<file path="src/rtl/noise_pkg.sv">
package noise_pkg;
  localparam int unsigned LFSR_W = 16;
  localparam int unsigned CNT_W  = 10;

  typedef enum logic [1:0] {
    RATE_A    = 2'd0,
    RATE_B    = 2'd1,
    RATE_C    = 2'd2,
    RATE_TONE = 2'd3
  } rate_sel_e;

  typedef struct packed {
    logic      white;
    rate_sel_e rate;
  } noise_ctrl_t;
endpackage

</file>
<file path="src/rtl/noise_rate_cnt.sv">
module noise_rate_cnt
  import noise_pkg::*;
#(
  parameter int unsigned W      = CNT_W,
  parameter int unsigned RELOAD_A = 16,
  parameter int unsigned RELOAD_B = 32,
  parameter int unsigned RELOAD_C = 64
) (
  input  logic         clk_i,
  input  logic         rst_ni,
  input  logic         clr_i,
  input  logic         tick_i,
  input  rate_sel_e    rate_i,
  input  logic [W-1:0] tone_i,
  output logic [W-1:0] cnt_o,
  output logic         ff_o,
  output logic         rise_o
);
  localparam logic [W-1:0] RA = W'(RELOAD_A);
  localparam logic [W-1:0] RB = W'(RELOAD_B);
  localparam logic [W-1:0] RC = W'(RELOAD_C);
  localparam logic [W-1:0] ONE = W'(1);

  logic [W-1:0] cnt_q, reload_val;
  logic         ff_q, expire;

  always_comb begin
    unique case (rate_i)
      RATE_A:  reload_val = RA;
      RATE_B:  reload_val = RB;
      RATE_C:  reload_val = RC;
      default: reload_val = tone_i;
    endcase
  end

  // a count of 0 (after clear) or 1 expires on the next tick
  assign expire = tick_i && (cnt_q <= ONE);
  assign rise_o = expire && !ff_q && !clr_i;

  always_ff @(posedge clk_i or negedge rst_ni) begin
    if (!rst_ni) begin
      cnt_q <= '0;
      ff_q  <= 1'b0;
    end else if (clr_i) begin
      cnt_q <= '0;
      ff_q  <= 1'b0;
    end else if (expire) begin
      cnt_q <= reload_val;
      ff_q  <= ~ff_q;
    end else if (tick_i) begin
      cnt_q <= cnt_q - ONE;
    end
  end

  assign cnt_o = cnt_q;
  assign ff_o  = ff_q;
endmodule

</file>
<file path="src/rtl/noise_lfsr.sv">
module noise_lfsr
  import noise_pkg::*;
#(
  parameter int unsigned W = LFSR_W
) (
  input  logic         clk_i,
  input  logic         rst_ni,
  input  logic         seed_i,
  input  logic         shift_i,
  input  logic         white_i,
  input  logic [W-1:0] mask_i,
  output logic [W-1:0] sr_o
);
  localparam logic [W-1:0] SEED = {1'b1, {(W-1){1'b0}}};

  logic [W-1:0] sr_q, tapped;
  logic         fb;

  for (genvar i = 0; i < W; i++) begin : g_tap
    assign tapped[i] = sr_q[i] & mask_i[i];
  end

  assign fb = white_i ? ^tapped : sr_q[0];

  always_ff @(posedge clk_i or negedge rst_ni) begin
    if (!rst_ni)       sr_q <= SEED;
    else if (seed_i)   sr_q <= SEED;
    else if (shift_i)  sr_q <= {fb, sr_q[W-1:1]};
  end

  assign sr_o = sr_q;
endmodule

</file>
<file path="src/rtl/noise_gen.sv">
module noise_gen
  import noise_pkg::*;
#(
  parameter int unsigned SR_W   = LFSR_W,
  parameter int unsigned PER_W  = CNT_W,
  parameter int unsigned RATE0  = 16,
  parameter int unsigned RATE1  = 32,
  parameter int unsigned RATE2  = 64
) (
  input  logic             clk_i,
  input  logic             rst_ni,
  input  logic             tick_i,
  input  logic [2:0]       ctrl_i,
  input  logic             ctrl_wr_i,
  input  logic [PER_W-1:0] tone2_period_i,
  input  logic [SR_W-1:0]  tap_mask_i,
  output logic             noise_o
);
  noise_ctrl_t      ctrl;
  logic [PER_W-1:0] cnt_q;
  logic             ff_q, shift_en;
  logic [SR_W-1:0]  sr_q;

  assign ctrl = noise_ctrl_t'(ctrl_i);

  noise_rate_cnt #(
    .W(PER_W), .RELOAD_A(RATE0), .RELOAD_B(RATE1), .RELOAD_C(RATE2)
  ) u_rate (
    .clk_i  (clk_i),
    .rst_ni (rst_ni),
    .clr_i  (ctrl_wr_i),
    .tick_i (tick_i),
    .rate_i (ctrl.rate),
    .tone_i (tone2_period_i),
    .cnt_o  (cnt_q),
    .ff_o   (ff_q),
    .rise_o (shift_en)
  );

  noise_lfsr #(.W(SR_W)) u_lfsr (
    .clk_i   (clk_i),
    .rst_ni  (rst_ni),
    .seed_i  (ctrl_wr_i),
    .shift_i (shift_en),
    .white_i (ctrl.white),
    .mask_i  (tap_mask_i),
    .sr_o    (sr_q)
  );

  assign noise_o = sr_q[0];
endmodule

</file>
<file path="config.mk">
export PLATFORM = sky130hd
export DESIGN_NAME = noise_gen
export DESIGN_NICKNAME = d
export VERILOG_FILES = /design/src/rtl/noise_pkg.sv /design/src/rtl/noise_rate_cnt.sv /design/src/rtl/noise_lfsr.sv /design/src/rtl/noise_gen.sv
export SDC_FILE = /design/constraint.sdc
export NUM_CORES = 1
export LEC_CHECK = 0
export BUFFER_PORTS_ARGS = -buffer_cell sky130_fd_sc_hd__buf_2
export CAP_MARGIN = 5
export CORE_AREA = 2 2 69 71
export CTS_CLUSTER_DIAMETER = 30
export CTS_CLUSTER_SIZE = 28
export DETAILED_ROUTE_END_ITERATION = 10
export DIE_AREA = 0 0 71 73
export HOLD_SLACK_MARGIN = 0.03
export PLACE_DENSITY = 0.61
export SLEW_MARGIN = 30
export SYNTH_ARGS = -nofsm -noshare
export SYNTH_HDL_FRONTEND = slang
export SYNTH_SLANG_ARGS = --single-unit
</file>
<file path="constraint.sdc">
create_clock -name clk_i -period 6.2 [get_ports clk_i]
set_clock_uncertainty 0.2 [all_clocks]
set_input_delay 0 -clock clk_i [delete_from_list [all_inputs] [get_ports clk_i]]
set_output_delay 0 -clock clk_i [all_outputs]
set_load 0.01 [all_outputs]
</file>
* Word-level counts from Yosys, hierarchy flattened *
Index checks and enable logic that the tools add are counted.

word-level totals
  logic and storage cells = 43
  input bits = 33
  flip-flop bits (word level) = 27

cells by class
  equality and inequality tests = 2
  order comparisons = 1
  add/sub/neg operators = 1
  reduce and logical (&&, ||, !) cells = 10
  muxes and demuxes = 9
  bitwise gates (word level) = 17

operators with widths
  operator               count
  $mux 16                2
  $mux 10                3
  $pmux 10 s3            1
  $and 1x1->1            16
  $reduce_xor 16->1      1
  $le 10x1->1 const B    1
  $sub 10x1->10 const B  1
  $reduce_bool 2->1      2
  $logic_and 1x1->1      3
  $mux 1                 3
  $reduce_bool 3->1      1
  $eq 2x1->1 const B     1
  $eq 2x2->1 const B     1
  $logic_not 1->1        2
  $logic_not 2->1        1
  $not 1->1              1

* Logic depth before layout (Yosys ltp) *
Gate-level depths: netlist of the first run.

  word-level depth = 6
  gate-level depth with buffers = 11
  depth with buffers taken out = 9

* Cells and area by module *
From an unflattened synthesis of the first run, not the netlist that was laid out.

unflattened totals
  cell total of the unflattened synthesis = 179
  area, all modules = 1661.6 µm²

by module, submodules not included
  module          seq. area each (µm²)  area each (µm²)  cells an instance  instances
  noise_lfsr      401.6                 867.1            86                 1
  noise_rate_cnt  275.3                 794.5            93                 1

* Least setup slack after synthesis of the first run *
OpenSTA, ideal clock, no wires.

  path type = reg2reg
  from = reg u_rate.cnt_q[0], in the netlist u_rate.cnt_o[0]
  to = reg u_lfsr.sr_q[10], in the netlist u_lfsr.sr_o[10]
  data required time = 5.856 ns
  period minus slack after synthesis = 2.488 ns
  arrival = 2.144 ns
  library setup time = 0.144 ns
  setup slack = 3.712 ns
  cell stages (with the launch flop) = 12
  cells stage by stage = dfrtp_1 > inv_1 > ha_1 > buf_6 > o21bai_4 > or4_4 > buf_6 > or3_4 > buf_6 > buf_12 > nand2_2 > a21oi_2

on the way
  longest elaborated chain between the ends = 5

RTL lines
  element                         line                  source
  start, declared                 noise_rate_cnt.sv:24  logic [W-1:0] cnt_q, reload_val;
  start signal, assigned          noise_rate_cnt.sv:48  cnt_q <= reload_val;
  start signal, assigned          noise_rate_cnt.sv:51  cnt_q <= cnt_q - ONE;
  $le 10x1->1                     noise_rate_cnt.sv:37  assign expire = tick_i && (cnt_q <= ONE);
  $logic_and 1x1->1               noise_rate_cnt.sv:37
  $logic_and 1x1->1 (2 in a row)  noise_rate_cnt.sv:38  assign rise_o = expire && !ff_q && !clr_i;
  $reduce_bool 2->1 (no line)     n/a
  end signal, assigned            noise_lfsr.sv:28      else if (shift_i) sr_q <= {fb, sr_q[W-1:1]};
  end, declared                   noise_lfsr.sv:16      logic [W-1:0] sr_q, tapped;

Every way passes these cells.
A chain may end at the register's enable or synchronous reset.

* Worst setup path after layout of the first run *
  from = reg u_rate.cnt_q[0], in the netlist u_rate.cnt_o[0]
  to = reg u_rate.cnt_q[0], in the netlist u_rate.cnt_o[0]

on the way
  longest elaborated chain between the ends = 4
  elaborated cells between the ends (all ways) = 7

RTL lines
  element                                       line                                        source
  $sub 10x1->10 or $le 10x1->1 (tied branches)  noise_rate_cnt.sv:51, noise_rate_cnt.sv:37
  $mux 10 or $logic_and 1x1->1 (tied branches)  noise_rate_cnt.sv:50, noise_rate_cnt.sv:37
  $mux 10                                       noise_rate_cnt.sv:47                        end else if (expire) begin
  $mux 10                                       noise_rate_cnt.sv:44                        end else if (clr_i) begin

Several ways; a longest one is shown, not always the timed one. The select of a mux whose other input is x is not followed.

==> impl_metrics.ini, run 1 <==
[outcome]
outcome = completed

[clock_tree]
cts_buffer_depth = 2
postCtsSetupBuffers = 0
insertion_delay_ps = 270
clkSlewWorstSetupHoldPaths_ps = 100
clock-root-buffer = clkbuf_8
cts_htree_levels = 1
cts_tree = yes
clock_sinks = 27
numCtsBuffers = 3

[detailed_routing]
drc = 0
via_per_inst = 4.94
wl_per_cell_um = 12.4
firstDrtPassIters = 5
drt_iter0_markers = 112
vias = 1457
wl_um = 3650
ant_nets = 0

[placement]
port_buffers = 33
dp_cells = 278
gp_congestion = 0.791
dp_hpwl_um = 2610

[global_route]
grt_start_max_net_pins = 29
grt_pass1_wl_um = 6300
track_usage_pct = 15.1
grt_pass1_vias = 1429
antenna_found_initial = 0
overflow = 0

[yosys]
async_flop_share_pct = 100
synth_edf_count = 0
yosys-top-cells-area = dfrtp_1 38%, nand2_1 11%, xnor2_1 6.7%
yosysTopAreaCellShare_pct = 38.4
netlist_instances = 201
synthTopCellsByCount = 51 x nand2_1, 26 x dfrtp_1, 16 x nor2_1
synth.most_common_cell = nand2_1
synth_warnings = 0
dominantRegCellSynth = dfrtp_1
synth.avg_cell_area_sq_um = 8.43
ys_seq_elements = 27
netlist_area_sq_mm = 0.00170
ys_types = 35
synth_nets = 236
yosysTopAreaCell = dfrtp_1
ys_seq_area_share_pct = 39.9

[sta]
final.setup.tns_ps = 0
min_period_ps = 3190
hold_violations = 0
setup_violations = 0
rsz0062_at_grt = false
worstMarginPinSlew_ps = 923
clock.fmax_mhz = 313
min_period_over_period_pct = 51.5
slew_violations = 0
max_slew_margin_pct = 37.9
whs_ps = 65.1

[worst_setup_path]
rr_startpoint = u_rate.cnt_o[0]$_DFFE_PN0P_
crit_fanout = 10
arrival_ps = 3200
start_kind = flip-flop
worst-r2r-cell-count = 8
slowest_delay_ps = 590
worstPathRequired_ps = 6210
reg2reg_slack_ps = 3010
path_delay_family = simple AND/OR/NAND/NOR gates
rr_endpoint = u_rate.cnt_o[0]$_DFFE_PN0P_
worst_path_max_delay_cell = dlygate4sd3_1
crit_buf_inv = 2
end_kind = flip-flop
crit_type = flip-flop to flip-flop
crit_chain = inv_1 -> ha_1 -> o21bai_4 -> or4_4 -> nor2_2 -> nand3_1 -> a311oi_1 -> dlygate4sd3_1

[die]
die-height_um = 73
start_util_pct = 37.4
rows = 25
core_area_sq_mm = 0.00454
die_w_um = 71
die-area_sq_mm = 0.00518
ioPinCount = 34

[power]
peakVddDrop_mv = 0.0846
power_uw = 485
power_leakage_uw = 0.000822
power_density_mw_per_mm2 = 239

[finish]
multi_input_area_sq_um = 930
area_delta_synth_final_pct = 19.7
utilization_pct = 44.7
num-fill-cells = 468
seq_area_sq_um = 677
fin_nets = 277
drive_gt1_share_pct = 26.1
num_antenna_cells = 0
instances_no_fill = 295

[hold_path]
hold_path_class = input pin to asynchronous set/reset pin

[job]
cap_viol_max_count = 0
==> worst max-delay path by stage <==
stage,start,endpoint,cells past startpoint
floorplan,u_rate.cnt_o[0]$_DFFE_PN0P_,u_lfsr.sr_o[10]$_DFFE_PN0P_,11
global placement,u_rate.cnt_o[0]$_DFFE_PN0P_,u_rate.cnt_o[2]$_DFFE_PN0P_,8
detailed placement,u_rate.cnt_o[0]$_DFFE_PN0P_,u_rate.cnt_o[2]$_DFFE_PN0P_,8
CTS,u_rate.cnt_o[0]$_DFFE_PN0P_,u_rate.cnt_o[0]$_DFFE_PN0P_,8
global route,u_rate.cnt_o[0]$_DFFE_PN0P_,u_rate.cnt_o[0]$_DFFE_PN0P_,8
finish,u_rate.cnt_o[0]$_DFFE_PN0P_,u_rate.cnt_o[0]$_DFFE_PN0P_,8
==> stage by stage <==
step | cell area [sq um] | setup WS (ps)
CTS | 2030 | 3050
detailed placement | 1850 | 3530
global route | 2030 | 2800
finish | 2030 | 3010
global placement | 1850 | 3590
floorplan | 1700 | 3710
==> cell usage in the layout, fill, tap and decap left out, types with 3 or more instances in the layout <==
cell	synthesis	final
nand2_1	51	51
buf_2	1	33
dfrtp_1	26	26
nor2_1	16	16
a21oi_1	14	14
xnor2_1	13	13
dlygate4sd3_1	0	13
nand2_2	10	10
a21oi_2	10	10
nand3_1	7	7
o21ai_0	7	7
nor3_1	5	5
inv_1	3	3
a22oi_1	3	3
xor2_1	3	3
clkbuf_8	0	3
==> final cells by class <==
cell class	count	area share, %
Clock buffer	3	2.03
Timing Repair Buffer	46	14.5
Sequential cell	27	33.4
Clock inverter	1	0.370
Inverter	3	0.555
Multi-Input combinational cell	161	45.8
Tap cell	54	3.33
==> kinds of logic (layout without fill, tap and decap cells) <==
| group | Yosys count | count (layout) | share of synthesized area (%) |
|---|---|---|---|
| compound gates | 41 | 41 | 16.5 |
| xor+xnor | 16 | 16 | 8.27 |
| fa+ha+maj | 2 | 2 | 1.48 |
| buf+inv | 13 | 53 | 5.24 |
| flops | 27 | 27 | 39.9 |
| mux | 1 | 1 | 0.590 |
| simple gates | 101 | 101 | 28.0 |
==> worst reg2reg max path, delay by kind of cell, from the launching register on <==
kind            cells  cell delay [ps]
fa+ha+maj           1              350
flops               1              450
buf+inv             2              670
simple gates        3             1080
compound gates      2              390
==> flip-flops by register name, summed over array words and instances, names as in the netlist <==
| name | flops |
|---|---|
| u_rate.ff_o | 1 |
| u_rate.cnt_o | 10 |
| u_lfsr.sr_o | 16 |
==> power breakdown <==
group          internal (uW)  leakage (uW)  total, uW  switching (uW)
clock                   45.6     0.0000217        103            57.2
sequential               194      0.000367        213            19.2
combinational           69.7      0.000433        169            99.5
total                    309      0.000822        485             176
==> repair_timing <==
| item | CTS | global route |
|---|---|---|
| hold endpoints to repair | 37 | 0 |
| hold buffers | 13 | 0 |
| resized for setup | 0 | 0 |
==> metal layers <==
metal	global-route usage (%)	wire, um	vias to the layer above	part of all wire, %
li1	-	-	750	-
met1	20.5	1760	679	48
met2	26.0	1750	26	48
met3	1.52	103	2	2.8
met4	3.77	28	0	0.77
met5	0	0	-	0
Note: power is estimated with default switching activity, not from simulation.
==> run 2: changes to the inputs <==
--- a/config.mk
+++ b/config.mk
@@ -5,15 +5,16 @@
 export SDC_FILE = /design/constraint.sdc
 export NUM_CORES = 1
 export LEC_CHECK = 0
+export ABC_AREA = 1
 export BUFFER_PORTS_ARGS = -buffer_cell sky130_fd_sc_hd__buf_2
 export CAP_MARGIN = 5
-export CORE_AREA = 2 2 69 71
+export CORE_AREA = 2 2 73 75
 export CTS_CLUSTER_DIAMETER = 30
 export CTS_CLUSTER_SIZE = 28
 export DETAILED_ROUTE_END_ITERATION = 10
-export DIE_AREA = 0 0 71 73
+export DIE_AREA = 0 0 75 77
 export HOLD_SLACK_MARGIN = 0.03
-export PLACE_DENSITY = 0.61
+export PLACE_DENSITY = 0.6
 export SLEW_MARGIN = 30
 export SYNTH_ARGS = -nofsm -noshare
 export SYNTH_HDL_FRONTEND = slang
==> constraint.sdc (replaced) <==
create_clock -name clk_i -period 3.25 [get_ports clk_i]
set_clock_uncertainty 0.2 [all_clocks]
set_input_delay 0 -clock clk_i [delete_from_list [all_inputs] [get_ports clk_i]]
set_output_delay 0 -clock clk_i [all_outputs]
set_load 0.01 [all_outputs]
==> impl_metrics.ini, run 2 <==
[yosys]
synth.most_common_cell = nand2_1
netlist_instances = 295
synth_edf_count = 0
ys_seq_area_share_pct = 35.5
synth.avg_cell_area_sq_um = 6.47
yosysTopAreaCell = dfrtp_1
synthTopCellsByCount = 99 x nand2_1, 42 x inv_1, 28 x nor2_1
ys_types = 29
ys_seq_elements = 27
synth_warnings = 0
async_flop_share_pct = 100
dominantRegCellSynth = dfrtp_1
netlist_area_sq_mm = 0.00191
synth_nets = 330
yosysTopAreaCellShare_pct = 34.1
yosys-top-cells-area = dfrtp_1 34%, nand2_1 19%, inv_1 8.3%

[die]
start_util_pct = 38.3
core_area_sq_mm = 0.00498
rows = 26
die_w_um = 75
die-height_um = 77
ioPinCount = 34
die-area_sq_mm = 0.00578

[worst_setup_path]
crit_type = flip-flop to flip-flop
reg2reg_slack_ps = 300
crit_chain = inv_2 -> ha_1 -> o21ai_1 -> inv_2 -> nand3_2 -> o21ai_1 -> a21oi_1 -> o21ai_1 -> dlygate4sd3_1 -> nand2_1 -> dlygate4sd3_1
path_delay_family = buffers and inverters
crit_buf_inv = 4
crit_fanout = 9
slowest_delay_ps = 560
start_kind = flip-flop
worstPathRequired_ps = 3200
crit_top_cell = o21ai_1
arrival_ps = 2910
cp-startpoint = u_rate.cnt_o[0]$_DFFE_PN0P_
worst_path_max_delay_cell = dlygate4sd3_1
rr_startpoint = u_rate.cnt_o[0]$_DFFE_PN0P_
end_kind = flip-flop

[detailed_routing]
vias = 1998
ant_nets = 0
wl_met2_um = 2180
highest_layer = met4
drt_iter0_markers = 73
via_per_inst = 4.72
wl_um = 4390
firstDrtPassIters = 4
wl_per_cell_um = 10.4
dr_wl_met3_um = 171
m1WireLength_um = 2010
drc = 0

[finish]
drive_gt1_share_pct = 16.1
final_cell_mix = 99 x nand2_1, 42 x inv_1, 33 x buf_2, 28 x nor2_1, 26 x dfrtp_1
num_antenna_cells = 0
seq_area_sq_um = 677
num-fill-cells = 535
largest_reg_flops = 16
final_area_sq_mm = 0.00242
fin_nets = 389
mostFrequentLayoutCell = nand2_1
multi_input_area_sq_mm = 0.00103
area_delta_synth_final_pct = 27.0

[power]
peakVddDrop_mv = 0.315
switching_share_pct = 44.2
pwr-share-clk_pct = 13.1
power_uw = 1430
power_density_mw_per_mm2 = 590
switching_power_uw = 631
power_frac_seq_pct = 34.0
p_int_uw = 797
power_leakage_uw = 0.00137
p_comb_share_pct = 52.9

[clock_tree]
cts_buffer_depth = 2
clock_sinks = 27
clock-root-buffer = clkbuf_8
hold_buffers = 23
clkSlewWorstSetupHoldPaths_ps = 90
cts-resized-gates = 0
postCtsSetupBuffers = 0
cts_tree = yes
cts_htree_levels = 1
insertion_delay_ps = 270
numCtsBuffers = 3

[placement]
gp_congestion = 0.822
dp_hpwl_um = 3270
place_area_sq_mm = 0.00215
port_buffers = 33

[global_route]
antenna_found_initial = 0
track_usage_pct = 16.4
overflow = 0
grt_start_max_net_pins = 28
grt_pass1_wl_um = 7720
grt_pass1_vias = 1925

[sta]
slew_violations = 0
max_slew_margin_pct = 53.5
hold_violations = 0
min_period_ps = 2950
whs_ps = 69.9
rsz0062_at_grt = false
clock.fmax_mhz = 339
final.setup.tns_ps = 0
worstMarginPinSlew_ps = 695
setup_violations = 0
min_period_over_period_pct = 90.9

[job]
cap_viol_max_count = 0

[hold_path]
hold_path_class = input pin to asynchronous set/reset pin

[outcome]
outcome = completed
## run 2: cell count changes after synthesis, sizes merged, moves of 8 or more
cell   previous run  this run
a21oi            24        16
inv               3        47
o21ai             7        24
nand2            61       104
nand3             7        24
nor2             17        32
xnor2            13         1
## run 2: layout make-up
cell class	instances	area share, %
clock inverters	1	0.207
multi-input cells	218	42.6
repair buffers	56	16.3
inverters	48	7.59
well taps	70	3.62
clock buffers	3	1.70
flip-flops and latches	27	27.9
## run 2: power groups by stage
stage	clock (uW)	sequential (uW)	combinational (uW)
4_1_cts	196	485	751
3_5_place_dp	0	490	673
5_1_grt	206	496	862
6_report	187	486	755
3_3_place_gp	0	493	674
2_1_floorplan	0	474	546
## run 2: cell families after synthesis
| family | Yosys count | share of synthesized area, % |
|---|---|---|
| buffers and inverters | 50 | 10.4 |
| AO/OA/AOI/OAI | 44 | 12.1 |
| AND/OR/NAND/NOR | 167 | 38.4 |
| adder cells (fa/ha/maj) | 2 | 1.31 |
| flip-flops | 27 | 35.5 |
| XOR/XNOR | 5 | 2.29 |
## run 2: path summary, 6_finish.rpt
check                                         endpoint  depth (start not counted)
setup / recovery           u_rate.cnt_o[8]$_DFFE_PN0P_                         11
hold / removal             u_rate.cnt_o[5]$_DFFE_PN0P_                          2
setup reg to reg           u_rate.cnt_o[8]$_DFFE_PN0P_                         11
hold reg to reg             u_lfsr.sr_o[9]$_DFFE_PN0P_                          2
max in group asynchronous   u_lfsr.sr_o[6]$_DFFE_PN0P_                          2
min in group clk_i         u_rate.cnt_o[6]$_DFFE_PN0P_                          6
## run 2: metal layers
| metal | track usage, % | vias to the layer above |
|---|---|---|
| met3 | 1.58 | 2 |
| li1 | - | 1041 |
| met2 | 29.6 | 42 |
| met5 | 0 | - |
| met1 | 20.4 | 913 |
| met4 | 3.93 | 0 |
## run 2: through the flow
stage / worst slack (ps) / utilization, % / std cells
5_1_grt: 147 / 48.7 / 423
6_report: 296 / 48.7 / 423
3_3_place_gp: 1340 / 43.1 / 396
2_1_floorplan: 1490 / - / 295
4_1_cts: 365 / 48.7 / 423
3_5_place_dp: 1300 / 43.1 / 396
